<file path="src/rtl/dma_seq_pkg.sv">
package dma_seq_pkg;
  typedef enum logic [2:0] {
    ST_IDLE,
    ST_FILL,
    ST_ISSUE,
    ST_WAIT,
    ST_DRAIN,
    ST_DONE
  } seq_state_e;

  localparam logic [1:0] OP_LOAD  = 2'd0;
  localparam logic [1:0] OP_STORE = 2'd1;
endpackage

</file>
<file path="src/rtl/dma_chunk_plan.sv">
// Works out the address, in-line offset and length of the chunk that
// begins after done_len bytes of a transfer.
module dma_chunk_plan #(
  parameter int ADDR_W     = 32,
  parameter int LEN_W      = 16,
  parameter int LINE_BYTES = 64,
  localparam int OFF_W     = $clog2(LINE_BYTES),
  localparam int CLEN_W    = OFF_W + 1
) (
  input  logic [ADDR_W-1:0] base_addr,
  input  logic [LEN_W-1:0]  total_len,
  input  logic [LEN_W-1:0]  done_len,
  output logic [ADDR_W-1:0] chunk_addr,
  output logic [ADDR_W-1:0] chunk_line,
  output logic [OFF_W-1:0]  chunk_off,
  output logic [CLEN_W-1:0] chunk_len
);
  logic [LEN_W-1:0]  remain;
  logic [CLEN_W-1:0] room;

  always_comb begin
    chunk_addr = base_addr + ADDR_W'(done_len);
    chunk_off  = chunk_addr[OFF_W-1:0];
    chunk_line = {chunk_addr[ADDR_W-1:OFF_W], {OFF_W{1'b0}}};
    remain     = total_len - done_len;
    room       = CLEN_W'(LINE_BYTES) - {1'b0, chunk_off};
    if (remain < LEN_W'(room)) chunk_len = remain[CLEN_W-1:0];
    else                       chunk_len = room;
  end
endmodule

</file>
<file path="src/rtl/dma_line_buf.sv">
// Line-wide byte buffer: clear, single-byte write, whole-line load, byte read.
module dma_line_buf #(
  parameter int LINE_BYTES = 64,
  localparam int OFF_W     = $clog2(LINE_BYTES),
  localparam int LINE_W    = 8 * LINE_BYTES
) (
  input  logic              clk,
  input  logic              rst_n,
  input  logic              clr,
  input  logic              wr_en,
  input  logic [OFF_W-1:0]  wr_idx,
  input  logic [7:0]        wr_byte,
  input  logic              load_en,
  input  logic [LINE_W-1:0] load_line,
  input  logic [OFF_W-1:0]  rd_idx,
  output logic [7:0]        rd_byte,
  output logic [LINE_W-1:0] line_out
);
  logic [7:0] lane_q [LINE_BYTES];

  for (genvar g = 0; g < LINE_BYTES; g++) begin : g_lane
    logic [7:0] lane_n;
    logic       lane_en;

    always_comb begin
      lane_en = load_en || clr || (wr_en && (wr_idx == OFF_W'(g)));
      if (load_en)  lane_n = load_line[g*8 +: 8];
      else if (clr) lane_n = 8'h00;
      else          lane_n = wr_byte;
    end

    always_ff @(posedge clk or negedge rst_n) begin
      if (!rst_n)       lane_q[g] <= 8'h00;
      else if (lane_en) lane_q[g] <= lane_n;
    end

    assign line_out[g*8 +: 8] = lane_q[g];
  end

  assign rd_byte = lane_q[rd_idx];
endmodule

</file>
<file path="src/rtl/dma_id_gen.sv">
// Transfer ID counter: shows the next ID, steps when one is taken.
module dma_id_gen #(
  parameter int ID_W = 8
) (
  input  logic            clk,
  input  logic            rst_n,
  input  logic            take,
  output logic [ID_W-1:0] next_id
);
  logic [ID_W-1:0] id_q;

  always_ff @(posedge clk or negedge rst_n) begin
    if (!rst_n)    id_q <= '0;
    else if (take) id_q <= id_q + 1'b1;
  end

  assign next_id = id_q;
endmodule

</file>
<file path="src/rtl/dma_line_seq.sv">
module dma_line_seq
  import dma_seq_pkg::*;
#(
  parameter int ADDR_W     = 32,
  parameter int LEN_W      = 16,
  parameter int LINE_BYTES = 64,
  parameter int ID_W       = 8
) (
  input  logic                          clk,
  input  logic                          rst_n,
  input  logic                          cmd_valid,
  output logic                          cmd_ready,
  input  logic [1:0]                    cmd_type,
  input  logic [ADDR_W-1:0]             cmd_addr,
  input  logic [LEN_W-1:0]              cmd_len,
  output logic [ID_W-1:0]               cmd_id,
  output logic                          cmd_err,
  input  logic                          wr_valid,
  output logic                          wr_ready,
  input  logic [7:0]                    wr_data,
  output logic                          rd_valid,
  input  logic                          rd_ready,
  output logic [7:0]                    rd_data,
  output logic                          mem_req_valid,
  input  logic                          mem_req_ready,
  output logic                          mem_req_write,
  output logic [ADDR_W-1:0]             mem_req_addr,
  output logic [ADDR_W-1:0]             mem_req_line,
  output logic [$clog2(LINE_BYTES):0]   mem_req_len,
  output logic [8*LINE_BYTES-1:0]       mem_req_data,
  input  logic                          mem_rsp_valid,
  output logic                          mem_rsp_ready,
  input  logic [8*LINE_BYTES-1:0]       mem_rsp_data,
  output logic                          done_valid,
  output logic [ID_W-1:0]               done_id
);
  localparam int OFF_W  = $clog2(LINE_BYTES);
  localparam int CLEN_W = OFF_W + 1;
  localparam int LINE_W = 8 * LINE_BYTES;

  // reset: asserted asynchronously, released after two clock edges
  logic [1:0] rst_sync_q;
  logic       core_rst_n;

  always_ff @(posedge clk or negedge rst_n) begin
    if (!rst_n) rst_sync_q <= 2'b00;
    else        rst_sync_q <= {rst_sync_q[0], 1'b1};
  end
  assign core_rst_n = rst_sync_q[1];

  // state
  seq_state_e        state_q, state_n;
  logic [ADDR_W-1:0] start_q, start_n;
  logic [LEN_W-1:0]  len_q, len_n;
  logic              write_q, write_n;
  logic [ID_W-1:0]   act_id_q, act_id_n;
  logic [LEN_W-1:0]  issued_q, issued_n;
  logic [LEN_W-1:0]  compl_q, compl_n;
  logic [ADDR_W-1:0] caddr_q;
  logic [ADDR_W-1:0] cline_q;
  logic [OFF_W-1:0]  coff_q;
  logic [CLEN_W-1:0] clen_q;
  logic [CLEN_W-1:0] bidx_q, bidx_n;
  logic              err_q, err_n;

  // helpers
  logic              is_idle, cmd_take, cmd_legal, start_xfer, new_chunk;
  logic              buf_clr, buf_wr, buf_load;
  logic [ADDR_W-1:0] plan_base, plan_addr, plan_line;
  logic [LEN_W-1:0]  plan_total, plan_done;
  logic [OFF_W-1:0]  plan_off;
  logic [CLEN_W-1:0] plan_len;
  logic [OFF_W-1:0]  lane_idx;
  logic [LINE_W-1:0] buf_line;
  logic [ID_W-1:0]   next_id;
  logic              last_byte;

  assign is_idle    = (state_q == ST_IDLE);
  assign cmd_take   = cmd_valid && is_idle;
  assign cmd_legal  = (cmd_type == OP_LOAD) || (cmd_type == OP_STORE);
  assign start_xfer = cmd_take && cmd_legal;
  assign lane_idx   = coff_q + bidx_q[OFF_W-1:0];
  assign last_byte  = (bidx_q == clen_q - 1'b1);

  // when a new chunk begins, bytes completed equals bytes issued
  assign plan_base  = is_idle ? cmd_addr : start_q;
  assign plan_total = is_idle ? cmd_len  : len_q;
  assign plan_done  = is_idle ? '0       : issued_q;

  dma_chunk_plan #(
    .ADDR_W(ADDR_W), .LEN_W(LEN_W), .LINE_BYTES(LINE_BYTES)
  ) u_plan (
    .base_addr (plan_base),
    .total_len (plan_total),
    .done_len  (plan_done),
    .chunk_addr(plan_addr),
    .chunk_line(plan_line),
    .chunk_off (plan_off),
    .chunk_len (plan_len)
  );

  dma_line_buf #(.LINE_BYTES(LINE_BYTES)) u_buf (
    .clk      (clk),
    .rst_n    (core_rst_n),
    .clr      (buf_clr),
    .wr_en    (buf_wr),
    .wr_idx   (lane_idx),
    .wr_byte  (wr_data),
    .load_en  (buf_load),
    .load_line(mem_rsp_data),
    .rd_idx   (lane_idx),
    .rd_byte  (rd_data),
    .line_out (buf_line)
  );

  dma_id_gen #(.ID_W(ID_W)) u_id (
    .clk    (clk),
    .rst_n  (core_rst_n),
    .take   (start_xfer),
    .next_id(next_id)
  );

  // next-state logic
  always_comb begin
    state_n   = state_q;
    start_n   = start_q;
    len_n     = len_q;
    write_n   = write_q;
    act_id_n  = act_id_q;
    issued_n  = issued_q;
    compl_n   = compl_q;
    bidx_n    = bidx_q;
    err_n     = cmd_take && !cmd_legal;
    new_chunk = 1'b0;
    buf_clr   = 1'b0;
    buf_wr    = 1'b0;
    buf_load  = 1'b0;
    unique case (state_q)
      ST_IDLE: begin
        if (start_xfer) begin
          start_n  = cmd_addr;
          len_n    = cmd_len;
          write_n  = (cmd_type == OP_STORE);
          act_id_n = next_id;
          issued_n = '0;
          compl_n  = '0;
          bidx_n   = '0;
          if (cmd_len == '0) begin
            state_n = ST_DONE;
          end else begin
            new_chunk = 1'b1;
            if (cmd_type == OP_STORE) begin
              buf_clr = 1'b1;
              state_n = ST_FILL;
            end else begin
              state_n = ST_ISSUE;
            end
          end
        end
      end
      ST_FILL: begin
        if (wr_valid) begin
          buf_wr = 1'b1;
          if (last_byte) begin
            bidx_n  = '0;
            state_n = ST_ISSUE;
          end else begin
            bidx_n = bidx_q + 1'b1;
          end
        end
      end
      ST_ISSUE: begin
        if (mem_req_ready) begin
          issued_n = issued_q + LEN_W'(clen_q);
          state_n  = ST_WAIT;
        end
      end
      ST_WAIT: begin
        if (mem_rsp_valid) begin
          compl_n = issued_q;
          if (write_q) begin
            if (issued_q == len_q) begin
              state_n = ST_DONE;
            end else begin
              new_chunk = 1'b1;
              buf_clr   = 1'b1;
              state_n   = ST_FILL;
            end
          end else begin
            buf_load = 1'b1;
            bidx_n   = '0;
            state_n  = ST_DRAIN;
          end
        end
      end
      ST_DRAIN: begin
        if (rd_ready) begin
          if (last_byte) begin
            bidx_n = '0;
            if (compl_q == len_q) begin
              state_n = ST_DONE;
            end else begin
              new_chunk = 1'b1;
              state_n   = ST_ISSUE;
            end
          end else begin
            bidx_n = bidx_q + 1'b1;
          end
        end
      end
      ST_DONE: state_n = ST_IDLE;
      default: state_n = ST_IDLE;
    endcase
  end

  // registers
  always_ff @(posedge clk or negedge core_rst_n) begin
    if (!core_rst_n) begin
      state_q  <= ST_IDLE;
      start_q  <= '0;
      len_q    <= '0;
      write_q  <= 1'b0;
      act_id_q <= '0;
      issued_q <= '0;
      compl_q  <= '0;
      bidx_q   <= '0;
      err_q    <= 1'b0;
    end else begin
      state_q  <= state_n;
      start_q  <= start_n;
      len_q    <= len_n;
      write_q  <= write_n;
      act_id_q <= act_id_n;
      issued_q <= issued_n;
      compl_q  <= compl_n;
      bidx_q   <= bidx_n;
      err_q    <= err_n;
    end
  end

  always_ff @(posedge clk or negedge core_rst_n) begin
    if (!core_rst_n) begin
      caddr_q <= '0;
      cline_q <= '0;
      coff_q  <= '0;
      clen_q  <= '0;
    end else if (new_chunk) begin
      caddr_q <= plan_addr;
      cline_q <= plan_line;
      coff_q  <= plan_off;
      clen_q  <= plan_len;
    end
  end

  // outputs
  assign cmd_ready     = is_idle;
  assign cmd_id        = next_id;
  assign cmd_err       = err_q;
  assign wr_ready      = (state_q == ST_FILL);
  assign rd_valid      = (state_q == ST_DRAIN);
  assign mem_req_valid = (state_q == ST_ISSUE);
  assign mem_req_write = write_q;
  assign mem_req_addr  = caddr_q;
  assign mem_req_line  = cline_q;
  assign mem_req_len   = clen_q;
  assign mem_req_data  = buf_line;
  assign mem_rsp_ready = (state_q == ST_WAIT);
  assign done_valid    = (state_q == ST_DONE);
  assign done_id       = act_id_q;
endmodule

</file>
<file path="config.mk">
export PLATFORM = sky130hd
export DESIGN_NAME = dma_line_seq
export DESIGN_NICKNAME = d
export VERILOG_FILES = /design/src/rtl/dma_seq_pkg.sv /design/src/rtl/dma_chunk_plan.sv /design/src/rtl/dma_line_buf.sv /design/src/rtl/dma_id_gen.sv /design/src/rtl/dma_line_seq.sv
export SDC_FILE = /design/constraint.sdc
export NUM_CORES = 2
export LEC_CHECK = 0
export ABC_CLOCK_PERIOD_IN_PS = 21300
export BUFFER_PORTS_ARGS = -buffer_cell sky130_fd_sc_hd__buf_2
export CAP_MARGIN = 10
export CORE_AREA = 2 2 458 460
export DETAILED_ROUTE_END_ITERATION = 12
export DIE_AREA = 0 0 460 462
export SLEW_MARGIN = 25
export SYNTH_ARGS = -nofsm -noshare
export SYNTH_HDL_FRONTEND = slang
export SYNTH_SLANG_ARGS = --single-unit
</file>
<file path="constraint.sdc">
create_clock -name clk -period 21.3 [get_ports clk]
set_input_delay 2.13 -clock clk [delete_from_list [all_inputs] [get_ports clk]]
set_output_delay 2.13 -clock clk [all_outputs]
set_load 0.01 [all_outputs]
</file>
Word-level counts from Yosys, hierarchy flattened
Cells that the tools add are included.
- input bits: 577
- output and inout bits: 615
- logic and storage cells: 431
- register bits after elaboration: 693
- eq/ne operators: 80
- order comparisons: 2
- reductions and logical operators: 146
- bitwise logic cells: 1
- mux-type cells: 115
- add/subtract/negate cells: 8
- operators by type and width (kind ; count):
    8-bit two-way mux ; 67
    6-bit equality test (second input constant) ; 32
    6-bit by 5-bit equality test with 1-bit output (second input constant) ; 16
    16-bit two-way mux ; 5
    1-bit logical AND ; 67
    1-bit logical OR ; 66
    16-bit one-hot mux with 2 select lines ; 2
    7-bit two-way mux ; 7
    8-bit binary-select mux with 6-bit select ; 1
    6-bit by 4-bit equality test with 1-bit output (second input constant) ; 8
    3-bit two-way mux ; 11
    32-bit by 16-bit adder with 32-bit output ; 1
    16-bit equality test ; 2
    32-bit two-way mux ; 1
    7-bit one-hot mux with 4 select lines ; 1
    6-bit by 3-bit equality test with 1-bit output (second input constant) ; 4
    16-bit by 7-bit adder with 16-bit output ; 1
    16-bit zero test ; 1
    16-bit by 7-bit < comparator with 1-bit output ; 1
    1-bit two-way mux ; 16
    16-bit subtractor ; 1
    3-bit one-hot mux with 5 select lines ; 1
    6-bit by 2-bit equality test with 1-bit output (second input constant) ; 2
    2-bit by 1-bit != test with 1-bit output (second input constant) ; 5
    other kinds (27) ; 33

Longest topological paths before layout
- word-level depth: 7
- mapped depth: 27
- depth with buffers taken out: 22

Modules after synthesis
A second synthesis with hierarchy kept.
- cell total of the unflattened synthesis: 3835
- area, all modules: 37056.8 um^2
- by module, submodules not included (module ; area an instance (um^2) ; sequential area each (um^2) ; cells each ; instances):
    dma_line_buf ; 25373.1 ; 12812.3 ; 2652 ; 1
    dma_line_seq ; 8964.8 ; 4479.3 ; 832 ; 1
    dma_chunk_plan ; 2381.0 ; 0.0 ; 325 ; 1
    dma_id_gen ; 337.8 ; 200.2 ; 26 ; 1

Worst setup path before layout
OpenSTA, ideal clock, no wires.
- path kind: input port to flip-flop
- from: input port cmd_addr[2]
- to: register clen_q[6], in the netlist mem_req_len[6]
- arrival: 5560 ps
- cell stages on the path: 16
- path buffers: 1
- path slack: 15614 ps
- library setup time: 126 ps
- data required time: 21174 ps
- cells stage by stage: or4_1 > a21boi_1 > a31o_4 > a2111oi_4 > nor3_1 > or3_4 > ha_1 > a21oi_1 > o2111ai_1 > a31oi_1 > nand4_1 > a211o_1 > a211oi_2 > buf_4 > a41o_1 > a21oi_2
- word-level cells in the longest chain between the ends: 5
- RTL lines (element ; RTL line ; RTL):
    from (decl) ; dma_line_seq.sv:14 ; input logic [ADDR_W-1:0] cmd_addr,
    32-bit two-way mux * ; dma_line_seq.sv:86 ; assign plan_base = is_idle ? cmd_addr : start_q;
    32-bit by 16-bit adder with 32-bit output * ; dma_chunk_plan.sv:22 ; chunk_addr = base_addr + ADDR_W'(done_len);
    7-bit by 6-bit subtractor with 7-bit output * ; dma_chunk_plan.sv:26 ; room = CLEN_W'(LINE_BYTES) - {1'b0, chunk_off};
    16-bit by 7-bit < comparator with 1-bit output ; dma_chunk_plan.sv:27 ; if (remain < LEN_W'(room)) chunk_len = remain[CLEN_W-1:0];
    7-bit two-way mux * ; dma_chunk_plan.sv:27 ;
    to (signal assigned) ; dma_line_seq.sv:251 ; clen_q <= plan_len;
    to (decl) ; dma_line_seq.sv:62 ; logic [CLEN_W-1:0] clen_q;
Every way passes the cells marked *; elsewhere a longest branch is shown, timed or not.
A chain may end at the register's enable or synchronous reset.

Worst setup path after layout
- from: register bidx_q[0]
- to: output port rd_data[0]
- word-level cells in the longest chain between the ends: 5
- RTL lines (element ; RTL line ; RTL):
    from (decl) ; dma_line_seq.sv:63 ; logic [CLEN_W-1:0] bidx_q, bidx_n;
    from (signal assigned) ; dma_line_seq.sv:236 ; bidx_q <= bidx_n;
    6-bit adder ; dma_line_seq.sv:82 ; assign lane_idx = coff_q + bidx_q[OFF_W-1:0];
    6-bit NOT with 7-bit output (implied by the code) ; dma_line_buf.sv:40 ; assign rd_byte = lane_q[rd_idx];
    8-bit binary-select mux with 6-bit select ; dma_line_buf.sv:40 ;
    8-bit two-way mux (implied by the code) (2 in series) ; dma_line_buf.sv:40 ;
    to (decl) ; dma_line_seq.sv:23 ; output logic [7:0] rd_data,
No other way between the ends. The select of a mux whose other input is x is not followed.

==> summary.md <==
| Metric | Value |
|---|---|
| Status | `complete, no violations` |
| Hold-fix buffer count after cts | `0` |
| Initial antenna violation count | `201` |
| Worst EP required | `19.17 ns` |
| Resized Gates After CTS | `0` |
| Synth Flop Type | `dfrtp_1` |
| Slew Limit Fails | `0` |
| Total congestion overflow | `0` |
| WP data arrival | `6.58 ns` |
| # DRC | `0` |
| EDFF count, synth | `0` |
| Synthesized flop and latch total | `approximately 660` |
| # port buffers | `around 1200` |
| TNS Setup | `0 ns` |
| DP Wirelength | `226900 µm` |
| Placer Congestion | `~0.96` |
| Die width | `460 µm` |
| Cell count of the worst reg-to-reg path | `20` |
| Max Cap Viol | `0` |
| Die area | `between 200000 and 250000 µm²` |
| Antenna Nets Post-Route | `0` |
| Share of layout cells above drive strength 1 | `0.3367` |
| Cells after Synth | `3910` |
| Sequential-to-total area share from yosys stat | `0.4588` |
| Post-synth ARST share | `1.000` |
| Area Growth Syn to Fin | `31.78%` |
| VDD IR max | `just over 0.1 mV` |
| Initial core utilization | `0.1732` |
| Hold_ws | `0.3532 ns` |
| Pin count of the biggest net entering global routing | `around 150` |
| Clk buf depth | `3` |
| Clk_lat worst skew | `~0.74 ns` |
| Number of global-route vias before repair | `between 30000 and 40000` |
| Total GRT Usage | `0.2528` |
| Root buffer cell | `clkbuf_16` |
| Core footprint | `around 210000 µm²` |
| Fin. Hold Viols | `0` |
| Top cell type's share of synthesized area | `0.4588` |
| Post-CTS Repair Setup Buffers | `0` |
| Netlist cell types | `80` |
| Worst hold path type | `register to register` |
| R2r setup slk | `between 15 and 20 ns` |
| Drt wl/cell | `~36 µm` |
| CTS tree | `done` |
| Tmin final | `8.708 ns` |
| Hold Path Stages | `0` |
| Post-synth top area cell | `dfrtp_1` |
| CTS clk-pin slew, worst paths | `~0.06 ns` |
| Die H | `approximately 460 µm` |
| Reg-to-Reg Start | `state_q[1]` |
| Worst Path Max Fanout | `between 40 and 50` |
| Htree depth | `3` |
| Final setup fails | `0` |
| Share of the core filled with cells | `0.2283` |
| Critical path type | `register to output pin` |
| Pwr per Cell Area | `approximately 220 nW/µm²` |
| Drt initial violations | `between 3000 and 4000` |
| CTS sink cnt | `661` |
| Yosys warnings | `0` |
| Synth area leaders | `dfrtp_1, a21oi_1, mux4_2` |
| Layout Skew | `roughly 0.046 ns` |
| Slew @ Worst Pin | `between 1 and 1.5 ns` |
| Crit path launch | `bidx_q[0]` |
| Top-Level Pins | `roughly 1200` |
| Final Cycle Share | `0.4088` |
| CP startpoint kind | `register` |
| Max Clk Rate | `approximately 110 MHz` |
| Worst r2r dst | `mem_req_len[6]` |
| First-pass GRT wire length | `357800 µm` |
| Static leakage | `roughly 21 nW` |
| Post-Route WL | `around 280000 µm` |
| RSZ-0062 raised after global routing | `false` |
| Worst Setup EP | `rd_data[0]` |
| Post-Syn Area | `approximately 36000 µm²` |
| Vias | `roughly 38000` |
| Crit end category | `output pin` |
| Vias/cell | `between 4 and 5` |
| Syn Area/Cell | `between 9 and 10 µm²` |
| Cts bufs inserted | `86` |
| # rows | `~170` |
| Fill cells | `roughly 23000` |
| Nets | `5548` |
| Max_slew headroom | `0.2761` |
| DRT Pass-1 Iters | `6` |
area by class of cell:
class,count,area [µm²],share of cell area
Antenna cell,50,125.1,0.002634
Clock buffer,123,2494,0.05249
Clock inverter,31,402.9,0.008480
Inverter,39,147.6,0.003108
Multi-Input combinational cell,2883,17940,0.3777
Sequential cell,661,16540,0.3482
Tap cell,2720,3403,0.07164
Timing Repair Buffer,1247,6449,0.1357
cell families after synthesis:
logic type	count (synthesis)	share of synthesized area
compound gates	1388	0.2115
simple gates	1114	0.1293
flops	661	0.4588
buf+inv	371	0.04897
mux	220	0.1079
xor+xnor	101	0.02454
fa+ha+maj	53	0.01881
other cells	2	0.0002083
cell usage after synthesis, types with 29 or more instances:
cell / number
mux2_2: 65
xnor2_1: 41
and3_1: 43
nand2_1: 358
xor2_1: 60
buf_4: 44
buf_2: 81
o21ai_0: 76
inv_1: 37
dfrtp_1: 661
a21oi_1: 1087
mux4_2: 128
o21ai_2: 50
clkbuf_1: 168
nand3_1: 29
nor2_1: 562
ha_1: 51
placed cells by master, fill, tap and decap left out, drive strengths merged, types with 10 or more instances in the layout:
cell type / instances
buf: 1247
a21oi: 1088
dfrtp: 661
nor2: 562
nand2: 358
o21ai: 147
mux4: 128
clkbuf: 123
mux2: 66
xor2: 60
ha: 51
diode: 50
and3: 43
inv: 43
xnor2: 41
nand3: 29
a31oi: 28
mux2i: 26
nor3: 19
a21o: 19
clkinv: 19
a311oi: 18
and2: 17
nand4: 13
nor4: 13
or3: 13
o31ai: 11
nand2b: 10
flip-flops by register name (all words and copies together), names as in the netlist:
name and count:
mem_req_len 7, mem_req_addr 32, bidx_q 7, rst_sync_q 2, mem_req_write 1, state_q 3, cmd_err 1, len_q 16
start_q 32, u_id.next_id 8, done_id 8, u_buf.line_out 512, compl_q 16, issued_q 16
power breakdown:
group / switching, mW / leakage (nW) / total, mW / internal (mW)
clock: 0.654 / 1.42 / 1.55 / 0.891
sequential: 1.05 / 7.56 / 2.91 / 1.86
combinational: 3.90 / 11.8 / 5.92 / 2.02
total: 5.61 / 20.8 / 10.4 / 4.77
worst min path at each step:
stage	start	endpoint	slack, ns
CTS	rst_sync_q[0]	rst_sync_q[1]	0.35
global route	rst_sync_q[0]	rst_sync_q[1]	0.35
global placement	rst_sync_q[0]	rst_sync_q[1]	0.34
finish	rst_sync_q[0]	rst_sync_q[1]	0.35
detailed placement	rst_sync_q[0]	rst_sync_q[1]	0.34
floorplan	rst_sync_q[0]	rst_sync_q[1]	0.33
metal layers:
layer | part of all wire | vias up | wire (µm) | GRT usage
met4 | 0.055 | 168 | 15470 | 0.1148
met2 | 0.49 | 2302 | 136100 | 0.4355
met1 | 0.35 | 19161 | 96990 | 0.2687
li1 | - | 15972 | - | -
met3 | 0.11 | 655 | 30480 | 0.1046
met5 | 0.0037 | - | 1046 | 0
stage by stage:
stage	cell area, µm²	total power, mW	setup slack (ns)	std cells
after detailed placement	44450	8.856	13.38	7549
after global placement	44380	8.867	13.21	7548
final	47510	10.37	12.59	7754
after global routing	47430	10.85	12.46	7723
after CTS	47350	10.45	12.52	7703
after floorplan	36070	5.585	1.512	3915
worst max-delay path, stage by stage, from the launching register on:
cell     delay (ns)
dfrtp_1        0.48
ha_4           0.21
fa_4           1.25
buf_4          0.85
buf_4          0.71
mux4_2         0.39
nand2_1        0.07
and3_1         0.23
a31oi_1        0.35
a21oi_1        0.16
mux2i_2        0.67
buf_2          0.27
No activity file was read; power rests on OpenSTA's default activity.
